[config.mk]
export PLATFORM = sky130hd
export DESIGN_NAME = pport_regif
export DESIGN_NICKNAME = d
export VERILOG_FILES = /design/src/rtl/pport_pkg.sv /design/src/rtl/pport_sync.sv /design/src/rtl/pport_latch.sv /design/src/rtl/pport_irq.sv /design/src/rtl/pport_rdmux.sv /design/src/rtl/pport_regif.sv
export SDC_FILE = /design/constraint.sdc
export NUM_CORES = 1
export LEC_CHECK = 0
export BUFFER_PORTS_ARGS = -buffer_cell sky130_fd_sc_hd__buf_2
export CAP_MARGIN = 20
export CORE_AREA = 2 2 67 69
export DETAILED_ROUTE_END_ITERATION = 7
export DIE_AREA = 0 0 69 71
export PLACE_DENSITY = 0.87
export SYNTH_ARGS = -nofsm -noshare
export SYNTH_HDL_FRONTEND = slang
export SYNTH_HIERARCHICAL = 1
export SYNTH_SLANG_ARGS = --single-unit
[constraint.sdc]
create_clock -name clk -period 1.3 [get_ports clk]
set_input_delay 0.195 -clock clk [delete_from_list [all_inputs] [get_ports clk]]
set_output_delay 0.195 -clock clk [all_outputs]
set_load 0.005 [all_outputs]
[src/rtl/pport_pkg.sv]
package pport_pkg;

  localparam int REG_W  = 8;
  localparam int CTRL_W = 4;
  localparam int STAT_W = 5;

  typedef enum logic [1:0] {
    OFS_DATA  = 2'd0,
    OFS_STAT  = 2'd1,
    OFS_CTRL  = 2'd2,
    OFS_SPARE = 2'd3
  } reg_ofs_e;

  // handshake bits whose line level is the inverse of the register bit
  localparam logic [CTRL_W-1:0] CTRL_INV   = 4'b1011;
  localparam logic [REG_W-1:0]  CTRL_RESET = 8'h0C;
  localparam int CTRL_STORE_W = 6;

  // register bits -> line level that the bit requests
  function automatic logic [CTRL_W-1:0] ctrl_level(input logic [CTRL_W-1:0] bits);
    return bits ^ CTRL_INV;
  endfunction

  // open-collector: pull low wherever the requested level is low
  function automatic logic [CTRL_W-1:0] ctrl_pull(input logic [CTRL_W-1:0] bits);
    return ~ctrl_level(bits);
  endfunction

  // observed line level -> register view
  function automatic logic [CTRL_W-1:0] ctrl_view(input logic [CTRL_W-1:0] line);
    return line ^ CTRL_INV;
  endfunction

  // status lines ordered {busy, ack_n, paper, selected, fault_n}
  function automatic logic [REG_W-1:0] status_view(input logic [STAT_W-1:0] lines);
    return {~lines[4], lines[3:0], 3'b111};
  endfunction

  function automatic logic [REG_W-1:0] ctrl_readback(input logic [CTRL_STORE_W-1:0] stored,
                                                     input logic [CTRL_W-1:0] line);
    return {2'b11, stored[5:4], ctrl_view(line)};
  endfunction

endpackage

[src/rtl/pport_sync.sv]
module pport_sync #(
  parameter int W      = 1,
  parameter int STAGES = 2
) (
  input  logic         clk,
  input  logic         rst_n,
  input  logic [W-1:0] d,
  output logic [W-1:0] q
);
  logic [W-1:0] chain [STAGES];

  generate
    for (genvar s = 0; s < STAGES; s++) begin : g_stage
      always_ff @(posedge clk or negedge rst_n) begin
        if (!rst_n) chain[s] <= '0;
        else if (s == 0) chain[s] <= d;
        else chain[s] <= chain[(s == 0) ? 0 : s-1];
      end
    end
  endgenerate

  assign q = chain[STAGES-1];
endmodule

[src/rtl/pport_latch.sv]
module pport_latch
  import pport_pkg::*;
(
  input  logic                    clk,
  input  logic                    rst_n,
  input  logic                    wr,
  input  logic [1:0]              addr,
  input  logic [REG_W-1:0]        wdata,
  output logic [REG_W-1:0]        data_q,
  output logic [CTRL_STORE_W-1:0] ctrl_q,
  output logic                    hit_data,
  output logic                    hit_ctrl
);
  assign hit_data = wr && (reg_ofs_e'(addr) == OFS_DATA);
  assign hit_ctrl = wr && (reg_ofs_e'(addr) == OFS_CTRL);

  always_ff @(posedge clk or negedge rst_n) begin
    if (!rst_n) begin
      data_q <= '0;
      ctrl_q <= CTRL_RESET[CTRL_STORE_W-1:0];
    end else begin
      if (hit_data) data_q <= wdata;
      if (hit_ctrl) ctrl_q <= wdata[CTRL_STORE_W-1:0];
    end
  end
endmodule

[src/rtl/pport_irq.sv]
module pport_irq (
  input  logic clk,
  input  logic rst_n,
  input  logic ack_lvl,
  input  logic enable,
  input  logic clear,
  output logic irq,
  output logic ack_rise,
  output logic irq_set
);
  logic ack_prev;

  assign ack_rise = ack_lvl && !ack_prev;
  assign irq_set  = ack_rise && enable;

  always_ff @(posedge clk or negedge rst_n) begin
    if (!rst_n) begin
      ack_prev <= 1'b0;
      irq      <= 1'b0;
    end else begin
      ack_prev <= ack_lvl;
      if (irq_set)    irq <= 1'b1;
      else if (clear) irq <= 1'b0;
    end
  end
endmodule

[src/rtl/pport_rdmux.sv]
module pport_rdmux
  import pport_pkg::*;
(
  input  logic                    clk,
  input  logic                    rst_n,
  input  logic                    rd,
  input  logic [1:0]              addr,
  input  logic [REG_W-1:0]        data_s,
  input  logic [CTRL_W-1:0]       line_s,
  input  logic [STAT_W-1:0]       stat_s,
  input  logic [CTRL_STORE_W-1:0] ctrl_q,
  output logic [REG_W-1:0]        rdata,
  output logic                    stat_read
);
  logic [REG_W-1:0] sel;

  assign stat_read = rd && (reg_ofs_e'(addr) == OFS_STAT);

  always_comb begin
    unique case (reg_ofs_e'(addr))
      OFS_DATA: sel = data_s;
      OFS_STAT: sel = status_view(stat_s);
      OFS_CTRL: sel = ctrl_readback(ctrl_q, line_s);
      default:  sel = '1;
    endcase
  end

  always_ff @(posedge clk or negedge rst_n) begin
    if (!rst_n)  rdata <= '0;
    else if (rd) rdata <= sel;
  end
endmodule

[src/rtl/pport_regif.sv]
module pport_regif
  import pport_pkg::*;
#(
  parameter int SYNC_STAGES = 2
) (
  input  logic              clk,
  input  logic              rst_n,
  input  logic [1:0]        bus_addr,
  input  logic              bus_wr,
  input  logic              bus_rd,
  input  logic [REG_W-1:0]  bus_wdata,
  output logic [REG_W-1:0]  bus_rdata,
  output logic [REG_W-1:0]  data_out,
  output logic              data_oe,
  input  logic [REG_W-1:0]  data_in,
  output logic [CTRL_W-1:0] ctrl_pull_low,
  input  logic [CTRL_W-1:0] ctrl_line_in,
  input  logic              st_busy,
  input  logic              st_ack_n,
  input  logic              st_paper_out,
  input  logic              st_selected,
  input  logic              st_fault_n,
  output logic              irq
);
  localparam int PIN_W = REG_W + CTRL_W + STAT_W;

  logic [CTRL_STORE_W-1:0] ctrl_q;
  logic [PIN_W-1:0]        pins_raw, pins_s;
  logic [REG_W-1:0]        data_s;
  logic [CTRL_W-1:0]       line_s;
  logic [STAT_W-1:0]       stat_s;
  logic                    hit_data, hit_ctrl, stat_read, ack_rise, irq_set;

  assign pins_raw = {data_in, ctrl_line_in,
                     st_busy, st_ack_n, st_paper_out, st_selected, st_fault_n};

  pport_sync #(.W(PIN_W), .STAGES(SYNC_STAGES)) u_sync (
    .clk(clk), .rst_n(rst_n), .d(pins_raw), .q(pins_s)
  );

  assign data_s = pins_s[PIN_W-1 -: REG_W];
  assign line_s = pins_s[STAT_W +: CTRL_W];
  assign stat_s = pins_s[STAT_W-1:0];

  pport_latch u_latch (
    .clk(clk), .rst_n(rst_n), .wr(bus_wr), .addr(bus_addr), .wdata(bus_wdata),
    .data_q(data_out), .ctrl_q(ctrl_q), .hit_data(hit_data), .hit_ctrl(hit_ctrl)
  );

  assign ctrl_pull_low = ctrl_pull(ctrl_q[CTRL_W-1:0]);
  assign data_oe       = !ctrl_q[5];

  pport_rdmux u_rd (
    .clk(clk), .rst_n(rst_n), .rd(bus_rd), .addr(bus_addr),
    .data_s(data_s), .line_s(line_s), .stat_s(stat_s), .ctrl_q(ctrl_q),
    .rdata(bus_rdata), .stat_read(stat_read)
  );

  // status bit order {busy, ack_n, ...}: ack_n is index 3
  pport_irq u_irq (
    .clk(clk), .rst_n(rst_n), .ack_lvl(stat_s[3]), .enable(ctrl_q[4]),
    .clear(stat_read), .irq(irq), .ack_rise(ack_rise), .irq_set(irq_set)
  );
endmodule

# == After elaboration in Yosys (flattened, before gate mapping) ==
# Index checks and enable logic that the tools add are counted.
# op_classes
eq_ne,2
n_mux,3
bitwise,4
reduce_logical,9
# op_table
op,count
$pmux 8 s3,1
$not 3->3,2
$logic_and 1x1->1,5
$not 4->4,1
$eq 2x1->1 const B,1
$eq 2x2->1 const B,1
$logic_not 1->1,2
$logic_not 2->1,1
$mux 1,2
$reduce_bool 2->1,1
$not 1->1,1
# totals
ff_bits,58
input_bits,31
out_inout_bits,22
elab_cells,25

# == Depth between registers and ports, before layout ==
# Gate-level depths: netlist of the first run.
# logic_depth
depth_word,4
mapped_depth,5
depth_no_buf,4

# == By module ==
# Netlist of the first run, hierarchy kept.
# modules_own_cells
mod,instances,cells_each,area_each_um2
pport_sync,1,51,978.4
pport_latch,1,32,549.3
pport_rdmux,1,45,470.5
pport_irq,1,6,78.8
pport_regif,1,2,7.5

# == Worst setup path before layout of the first run ==
# No wires, ideal clock.
# synth_path
kind,input to register
from,in bus_addr[1]
to,reg u_latch.data_q[0]
setup_time_ns,0.125
arrival_time_ns,0.831
path_slack_ns,0.344
stages,3
path_cell_list,nor3b_2 buf_6 mux2_2
# synth_between
elab_chain_len,2
# synth_lines
item,line_no,source
from (decl),pport_regif.sv:8,"input logic [1:0] bus_addr,"
$logic_not 2->1,pport_latch.sv:14,assign hit_data = wr && (reg_ofs_e'(addr) == OFS_DATA);
$logic_and 1x1->1,pport_latch.sv:14,
net hit_data,pport_regif.sv:32,"logic hit_data, hit_ctrl, stat_read, ack_rise, irq_set;"
to (signal assigned),pport_latch.sv:22,if (hit_data) data_q <= wdata;
to (decl),pport_latch.sv:9,"output logic [REG_W-1:0] data_q,"
# The timed path passes the listed nets, and every way through them passes these cells.
# A chain may end at the register's enable or synchronous reset.

# == Worst setup path in the final report of the first run ==
# layout_path
from,reg u_latch.ctrl_q[2]
to,out ctrl_pull_low[2]
# layout_between
elab_chain_len,1
# layout_lines
item,line_no,source
from (decl),pport_latch.sv:10,"output logic [CTRL_STORE_W-1:0] ctrl_q,"
from (signal assigned),pport_latch.sv:20,ctrl_q <= CTRL_RESET[CTRL_STORE_W-1:0];
from (signal assigned),pport_latch.sv:23,if (hit_ctrl) ctrl_q <= wdata[CTRL_STORE_W-1:0];
$not 4->4,pport_pkg.sv:26,return ~ctrl_level(bits);
to (decl),pport_regif.sv:16,"output logic [CTRL_W-1:0] ctrl_pull_low,"
# Every way passes these cells.

==> flow_summary.json, run 1 <==
{
  "fin_crit_ns": 1.18,
  "viasPerCell": 4.46,
  "syn_inst": 134,
  "core_area_um2": 4200,
  "cp_top_family": "flip-flops",
  "grt_util_all_layers_pct": 15.0,
  "drc": 0,
  "worst_slew_margin_rel_pct": 82.9,
  "dieArea_um2": 4900,
  "drive_gt1_share_pct": 44.8,
  "drt_pass1_iterations": 4,
  "syn_area_per_cell_um2": 15.5,
  "multiInputGateArea_um2": 447,
  "fin_total_pwr_mw": 3.72,
  "worstSetupPathType": "flop to output port",
  "die_h_um": 71,
  "wire_per_inst_um": 12.9,
  "clock_latency_ns": 0.31,
  "power.share.sequential_pct": 55.4,
  "grt_pass1_wl_um": 5390,
  "htree_levels": 3,
  "cts_tree": "done",
  "cp_max_fo": 2,
  "ctsRootBufferMaster": "clkbuf_8",
  "clockBufferDepth": 2,
  "powerDensity_nw_per_um2": 1430,
  "setup_viol": 0,
  "setup_tns_ns": 0,
  "grt_setup_unrepaired": "no",
  "switchingPower_mw": 0.812,
  "status": "finished, final reports clean",
  "cts_resized": 0,
  "final_cells": 253,
  "synth_nets": 165,
  "clock_sinks": 58,
  "clkPwrFrac_pct": 32.4,
  "worst_path_max_delay_cell": "dfstp_2",
  "route.antenna.remaining_nets": 0,
  "finalClockSkew_ns": 0.00479,
  "yosysWarningCount": 6,
  "min_period_over_period_pct": 90.4,
  "drtIter0Drc": 30,
  "die_x_um": 69,
  "fin_nets": 230,
  "p_leak_nw": 1.24,
  "hp-class": "primary input to flop",
  "overflow": 0,
  "p_comb_share_pct": 12.1,
  "first_global_vias": 1213,
  "clkTransAtPathRegs_ns": 0.05,
  "area_growth_pct": 25.8,
  "path_buf_inv": 2,
  "hold_buffers": 18,
  "power_switching_share_pct": 21.8,
  "drv_slew": 0,
  "port_buffers": 52,
  "p_int_mw": 2.91,
  "nFillCells": 308,
  "cp-start-kind": "flop",
  "drt-total-wl_um": 3270,
  "syn-cell-area_um2": 2070,
  "drv_cap": 0,
  "worstPathArrival_ns": 0.98,
  "cts_inserted_buffers": 9,
  "seqCellArea_um2": 1450,
  "start_util_pct": 49.3,
  "crit_chain": "inv_1, buf_2",
  "max_stage_delay_ns": 0.52,
  "io-pin-count": 53,
  "num_vias": 1128,
  "antenna_cells": 0,
  "grt_max_degree": 36,
  "cp.required_ns": 1.11,
  "endpoint_kind": "output port",
  "postCtsSetupRepairBufs": 0,
  "post-route-util_pct": 62.0,
  "hpwl_um": 2180,
  "gp_congestion": 0.728,
  "worstMarginPinSlew_ns": 0.250,
  "hold_viol": 0,
  "numPlacedInstances": 222,
  "fmax_ghz": 0.851,
  "rows": 24,
  "holdWs_ns": 0.118,
  "vdd_drop_max_mv": 0.882,
  "antenna_found_initial": 0
}
==> stage by stage <==
step	instance area, um2	setup WS (ns)
finish	2610	0.125
global route	2610	0.0727
CTS	2610	0.0981
detailed placement	2290	0.172
global placement	2290	0.196
floorplan	2070	0.344
==> sequential cells by signal (all words and copies together), names as in the netlist <==
name            flops
u_rd/rdata          8
u_irq/irq           1
u_latch/ctrl_q      6
u_sync/chain       17
u_sync/q           17
u_latch/data_q      8
u_irq/ack_prev      1
==> cells in the final DEF (no fill, tap or decap) <==
cell           count
and4bb_1           2
inv_1              3
dfrtp_1           56
buf_4              4
clkbuf_8           9
buf_12             1
and4b_1            1
nor2b_4            1
a21o_1             1
nor2_1             9
a31oi_1            3
clkbuf_1           3
nand2_1            1
nor3b_2            1
a21oi_1            2
buf_2             52
a211oi_2           3
nor2b_2            1
clkinv_2           1
nand2b_1           6
mux2i_1            5
nand3b_2           1
and3b_1            1
dlygate4sd3_1     18
dfstp_2            2
mux2_2            14
==> power by group through the flow <==
stage          Combinational (mW)  Sequential, mW  Clock (mW)
5_1_grt                     0.502            2.08        1.33
2_1_floorplan               0.210            2.09           0
3_3_place_gp                0.404            2.09           0
6_report                    0.451            2.06        1.21
3_5_place_dp                0.413            2.09           0
4_1_cts                     0.455            2.06        1.25
==> worst paths after layout <==
| kind | from | end | slack, ns | depth (start not counted) |
|---|---|---|---|---|
| worst max register to register | u_latch/ctrl_q[4] | u_rd/rdata[4] | 0.43 | 2 |
| worst min register to register | u_sync/chain[25] | u_sync/q[8] | 0.34 | 0 |
| min in group asynchronous | rst_n | u_latch/data_q[4] | 0.31 | 2 |
| worst max-delay path | u_latch/ctrl_q[2] | ctrl_pull_low[2] | 0.12 | 2 |
| worst min-delay path | bus_wdata[6] | u_latch/data_q[6] | 0.12 | 2 |
| max in group asynchronous | rst_n | u_latch/ctrl_q[2] | 0.45 | 3 |
==> per-layer routing <==
layer / track usage [%] / wire length [um] / vias to the layer above
met1: 16.4 / 1310 / 529
met5: 0 / 0 / -
li1: - / - / 555
met4: 11.5 / 117 / 0
met3: 6.13 / 167 / 10
met2: 23.3 / 1670 / 34
==> area by class of cell <==
cell class,count,area share (%)
repair buffers,75,18.8
clock inverters,1,0.192
multi-input cells,52,17.1
clock buffers,12,5.18
flip-flops and latches,58,55.8
well taps,52,2.50
inverters,3,0.432
No activity file was read; power rests on OpenSTA's default activity.
==> run 2, diff against run 1 <==
--- a/config.mk
+++ b/config.mk
@@ -5,12 +5,13 @@
 export SDC_FILE = /design/constraint.sdc
 export NUM_CORES = 1
 export LEC_CHECK = 0
+export ABC_AREA = 1
 export BUFFER_PORTS_ARGS = -buffer_cell sky130_fd_sc_hd__buf_2
 export CAP_MARGIN = 20
-export CORE_AREA = 2 2 67 69
+export CORE_AREA = 2 2 69 71
 export DETAILED_ROUTE_END_ITERATION = 7
-export DIE_AREA = 0 0 69 71
-export PLACE_DENSITY = 0.87
+export DIE_AREA = 0 0 71 73
+export PLACE_DENSITY = 0.86
 export SYNTH_ARGS = -nofsm -noshare
 export SYNTH_HDL_FRONTEND = slang
 export SYNTH_HIERARCHICAL = 1
==> run 2 against run 1 <==
Count of clock-buffer cells in the layout fell by 2. Sequential cell count did not move. Worst setup slack got worse by 0.012 ns. Global-route usage rose by 1.9 points. Non-clock buffer count did not move. Critical path depth did not move. Cell count rose by 25%. Via count rose by 33%. Hold slack got worse by 0.0027 ns. Clock skew rose by 0.0011 ns. Sequential share of layout area fell by 3.5 points. Sequential power barely moved. Highest routed layer unchanged.
==> flow_summary.json, run 2 <==
{
  "syn_inst": 193,
  "synth_nets": 224,
  "viasPerCell": 4.75,
  "drv_slew": 0,
  "core_area_um2": 4540,
  "switchingPower_mw": 1.00,
  "port_buffers": 52,
  "reg2regPathDepth": 4,
  "postCtsSetupRepairBufs": 0,
  "clock_latency_ns": 0.33,
  "overflow": 0,
  "endpoint_kind": "output port",
  "num_vias": 1495,
  "grt_setup_unrepaired": "no",
  "final_area_um2": 2780,
  "multiInputGateArea_um2": 505,
  "status": "finished, final reports clean",
  "power.share.sequential_pct": 47.4,
  "worstSetupPathType": "flop to output port",
  "powerDensity_nw_per_um2": 1550,
  "wire_per_inst_um": 12.7,
  "setup_viol": 0,
  "cts_inserted_buffers": 9,
  "fin_crit_ns": 1.19,
  "area_growth_pct": 27.2,
  "nFillCells": 338,
  "cts_resized": 0,
  "syn_area_per_cell_um2": 11.3,
  "fin_nets": 287,
  "cp-start-kind": "flop",
  "r2r_slack_ns": 0.44,
  "cp_max_fo": 2,
  "ctsRootBufferMaster": "clkbuf_8",
  "power_switching_share_pct": 23.2,
  "first_global_vias": 1405,
  "drv_cap": 0,
  "min_period_over_period_pct": 91.3,
  "grt_util_all_layers_pct": 16.8,
  "p_comb_share_pct": 10.6,
  "die_h_um": 73,
  "yosysWarningCount": 6,
  "p_int_mw": 3.32,
  "clockBufferDepth": 2,
  "vdd_drop_max_mv": 0.804,
  "reg2reg_from": "u_latch/ctrl_q[4]",
  "start_util_pct": 48.2,
  "seqCellArea_um2": 1450,
  "dieArea_um2": 5180,
  "grt_pass1_wl_um": 6380,
  "gp_congestion": 0.766,
  "rows": 25,
  "place_area_um2": 2370,
  "numPlacedInstances": 281,
  "worst_slew_margin_rel_pct": 71.0,
  "mostFrequentLayoutCells": "56 x dfrtp_1, 52 x buf_2, 52 x nand2_1",
  "drt-total-wl_um": 3990,
  "die_x_um": 71,
  "final_common_cell": "dfrtp_1",
  "finalClockSkew_ns": 0.00589,
  "fin_total_pwr_mw": 4.32,
  "whs_endpoint": "u_latch/data_q[6]",
  "holdWs_ns": 0.115,
  "fmax_ghz": 0.842,
  "worstMarginPinSlew_ns": 0.435,
  "worstHoldStart": "bus_wdata[6]",
  "antenna_found_initial": 0,
  "hp-class": "primary input to flop",
  "io-pin-count": 53,
  "antenna_cells": 0,
  "setup_tns_ns": 0,
  "final_cells": 315,
  "drtIter0Drc": 117,
  "hpwl_um": 2760,
  "clock_sinks": 58,
  "grt_max_degree": 26,
  "r2r_end": "u_rd/rdata[4]",
  "htree_levels": 3,
  "drc": 0,
  "syn-cell-area_um2": 2190,
  "worstPathArrival_ns": 0.99,
  "p_leak_nw": 1.41,
  "cp.required_ns": 1.11,
  "drt_pass1_iterations": 4,
  "clkTransAtPathRegs_ns": 0.06,
  "drive_gt1_share_pct": 34.1,
  "hold_viol": 0,
  "route.antenna.remaining_nets": 0,
  "whs_path_depth": 3,
  "clkPwrFrac_pct": 42.0,
  "cts_tree": "done",
  "hold_buffers": 18
}
-- run 2: cell types whose count changed in the layout (fill, tap and decap cells not counted), sizes merged, moves of 6 or more --
cell    before  now
inv          3   10
mux2        14    0
nand2        1   53
nand2b       6    0
nand3        0   17
nand4        0    6
nor2         9   15
-- run 2: how the worst max path moves through the flow --
stage	slack, ns	end	startpoint	cells past startpoint
finish	0.11	ctrl_pull_low[2]	u_latch/ctrl_q[2]	2
global route	0.07	ctrl_pull_low[2]	u_latch/ctrl_q[2]	2
CTS	0.09	ctrl_pull_low[2]	u_latch/ctrl_q[2]	2
detailed placement	0.16	u_rd/rdata[4]	bus_addr[0]	6
global placement	0.26	u_rd/rdata[4]	bus_addr[0]	6
floorplan	0.47	u_irq/irq	bus_addr[1]	7
-- run 2: area by class of cell --
class,instances,share of cell area (%)
sequential,58,52.2
multi-input combinational,102,18.2
timing repair buffer,75,17.6
clock buffer,10,4.95
clock inverter,6,3.24
tap,54,2.43
inverter,10,1.35
-- run 2: worst max-delay path, cell delays in order, from the launching register on --
cell	delay, ns
dfstp_2	0.53
inv_1	0.03
buf_2	0.11
-- run 2: metrics by stage --
step | setup slack (ns) | utilization [%]
after floorplan | 0.465 | -
after global placement | 0.261 | 52.4
after detailed placement | 0.159 | 52.4
after CTS | 0.0883 | 61.4
after global routing | 0.0726 | 61.4
final | 0.112 | 61.4
-- run 2: power by group through the flow --
stage	Combinational (mW)	Clock [mW]	Sequential, mW
after floorplan	0.222	0	2.08
after global placement	0.399	0	2.08
after detailed placement	0.417	0	2.08
after CTS	0.460	1.85	2.05
after global routing	0.513	1.95	2.06
final	0.457	1.82	2.05
-- run 2: routing by layer --
metal / GRT usage (%) / wire length (um)
met1: 18.9 / 1610
met2: 27.7 / 2120
met3: 5.52 / 181
met4: 10.7 / 80
met5: 0 / 0
==> run 3, diff against run 2 <==
--- a/config.mk
+++ b/config.mk
@@ -8,10 +8,10 @@
 export ABC_AREA = 1
 export BUFFER_PORTS_ARGS = -buffer_cell sky130_fd_sc_hd__buf_2
 export CAP_MARGIN = 20
-export CORE_AREA = 2 2 69 71
+export CORE_AREA = 2 2 74 76
 export DETAILED_ROUTE_END_ITERATION = 7
-export DIE_AREA = 0 0 71 73
-export PLACE_DENSITY = 0.86
+export DIE_AREA = 0 0 76 78
+export PLACE_DENSITY = 0.78
 export SYNTH_ARGS = -nofsm -noshare
 export SYNTH_HDL_FRONTEND = slang
 export SYNTH_HIERARCHICAL = 1
==> run 3 against run 2 <==
Register-to-register slack improved by 0.04 ns. Core utilization decreased by 5.6 points. Critical path depth is the same. Combinational power is essentially flat. Sequential share of layout area down 0.49 points. Routed wire length is 0.93% higher. Largest power group unchanged.
==> flow_summary.json, run 3 (synthesis results as in run 2) <==
{
  "grt_max_degree": 59,
  "setup_tns_ns": 0,
  "drv_slew": 0,
  "worstHoldStart": "bus_wdata[7]",
  "final_area_um2": 2810,
  "endpoint_kind": "output port",
  "dieArea_um2": 5930,
  "clock_sinks": 58,
  "hold_buffers": 18,
  "worstSetupPathType": "flop to output port",
  "die_x_um": 76,
  "max_stage_delay_ns": 0.53,
  "gp_congestion": 0.803,
  "fin_crit_ns": 1.20,
  "viasPerCell": 4.42,
  "cts_tree": "done",
  "postCtsSetupRepairBufs": 0,
  "worst_path_max_delay_cell": "dfstp_2",
  "mostFrequentLayoutCells": "56 x dfrtp_1, 52 x buf_2, 52 x nand2_1",
  "reg2regPathDepth": 4,
  "drive_gt1_share_pct": 33.3,
  "hp-class": "primary input to flop",
  "ctsRootBufferMaster": "clkbuf_8",
  "numPlacedInstances": 297,
  "num_vias": 1463,
  "fin_total_pwr_mw": 4.44,
  "htree_levels": 3,
  "core_area_um2": 5040,
  "area_growth_pct": 28.4,
  "worst_slew_margin_rel_pct": 78.4,
  "first_global_vias": 1441,
  "grt_setup_unrepaired": "no",
  "final_cells": 331,
  "clockBufferDepth": 2,
  "hold_viol": 0,
  "drv_cap": 0,
  "drc": 0,
  "io-pin-count": 53,
  "status": "finished, final reports clean",
  "vdd_drop_max_mv": 0.910,
  "place_area_um2": 2390,
  "whs_path_depth": 3,
  "overflow": 0,
  "port_buffers": 52,
  "powerDensity_nw_per_um2": 1580,
  "route.antenna.remaining_nets": 0,
  "fin_ws_ns": 0.0984,
  "cp_max_fo": 2,
  "die_h_um": 78,
  "final_common_cell": "dfrtp_1",
  "holdWs_ns": 0.108,
  "post-route-util_pct": 55.7,
  "wire_per_inst_um": 12.2,
  "start_util_pct": 43.4,
  "drt_pass1_iterations": 4,
  "place_ws_ns": 0.204,
  "drt-total-wl_um": 4020,
  "antenna_found_initial": 0,
  "whs_endpoint": "u_latch/data_q[7]",
  "finalClockSkew_ns": 0.00656,
  "worstMarginPinSlew_ns": 0.324,
  "crit_chain": "inv_1, buf_2",
  "drtIter0Drc": 38,
  "clock_latency_ns": 0.33,
  "worstPathArrival_ns": 1.01,
  "r2r_slack_ns": 0.48,
  "r2r_end": "u_rd/rdata[5]",
  "cts_resized": 0,
  "fin_nets": 287,
  "p_leak_nw": 1.41,
  "min_period_over_period_pct": 92.4,
  "cp.required_ns": 1.11,
  "setup_viol": 0,
  "antenna_cells": 0,
  "grt_pass1_wl_um": 6530,
  "cts_inserted_buffers": 9,
  "rows": 26,
  "hpwl_um": 2630,
  "clkTransAtPathRegs_ns": 0.06,
  "reg2reg_from": "u_latch/ctrl_q[5]",
  "fmax_ghz": 0.832,
  "grt_util_all_layers_pct": 14.8,
  "cp-start-kind": "flop"
}
[run 3: cell types whose count changed in the layout (fill, tap and decap cells not counted)]
cell and change:
clkinv_4 -2, clkbuf_8 -1, bufinv_16 +1, clkbuf_1 +2
[run 3: per-layer routing]
layer,vias up,track usage [%],routed length [um]
met2,31,25.1,2100
met3,11,5.70,141
met5,-,0,0
met1,697,15.2,1650
met4,0,10.2,131
li1,724,-,-
[run 3: how the worst max path moves through the flow]
| stage | startpoint | end | cells after the start |
|---|---|---|---|
| global route | u_latch/ctrl_q[2] | ctrl_pull_low[2] | 2 |
| global placement | bus_addr[0] | u_latch/data_q[3] | 6 |
| detailed placement | bus_addr[0] | u_latch/data_q[3] | 6 |
| finish | u_latch/ctrl_q[2] | ctrl_pull_low[2] | 2 |
| CTS | u_latch/ctrl_q[2] | ctrl_pull_low[2] | 2 |
| floorplan | bus_addr[1] | u_irq/irq | 7 |
[run 3: critical path: cells and delay by family (launching register included)]
family	cells	cell delay [ns]
flip-flops	1	0.53
buffers and inverters	2	0.16
[run 3: final cells by class]
class	instances	area, um2
Clock inverter	5	103
Timing Repair Buffer	75	490
Tap cell	70	87.6
Fill cell	423	2230
Clock buffer	11	131
Multi-Input combinational cell	102	505
Inverter	10	37.5
Sequential cell	58	1450
[run 3: where the power goes]
part	switching [mW]	leakage [nW]	internal, mW	total [mW]
sequential	0.0797	0.680	1.97	2.05
combinational	0.241	0.617	0.214	0.455
clock	0.659	0.114	1.27	1.93
total	0.979	1.41	3.46	4.44
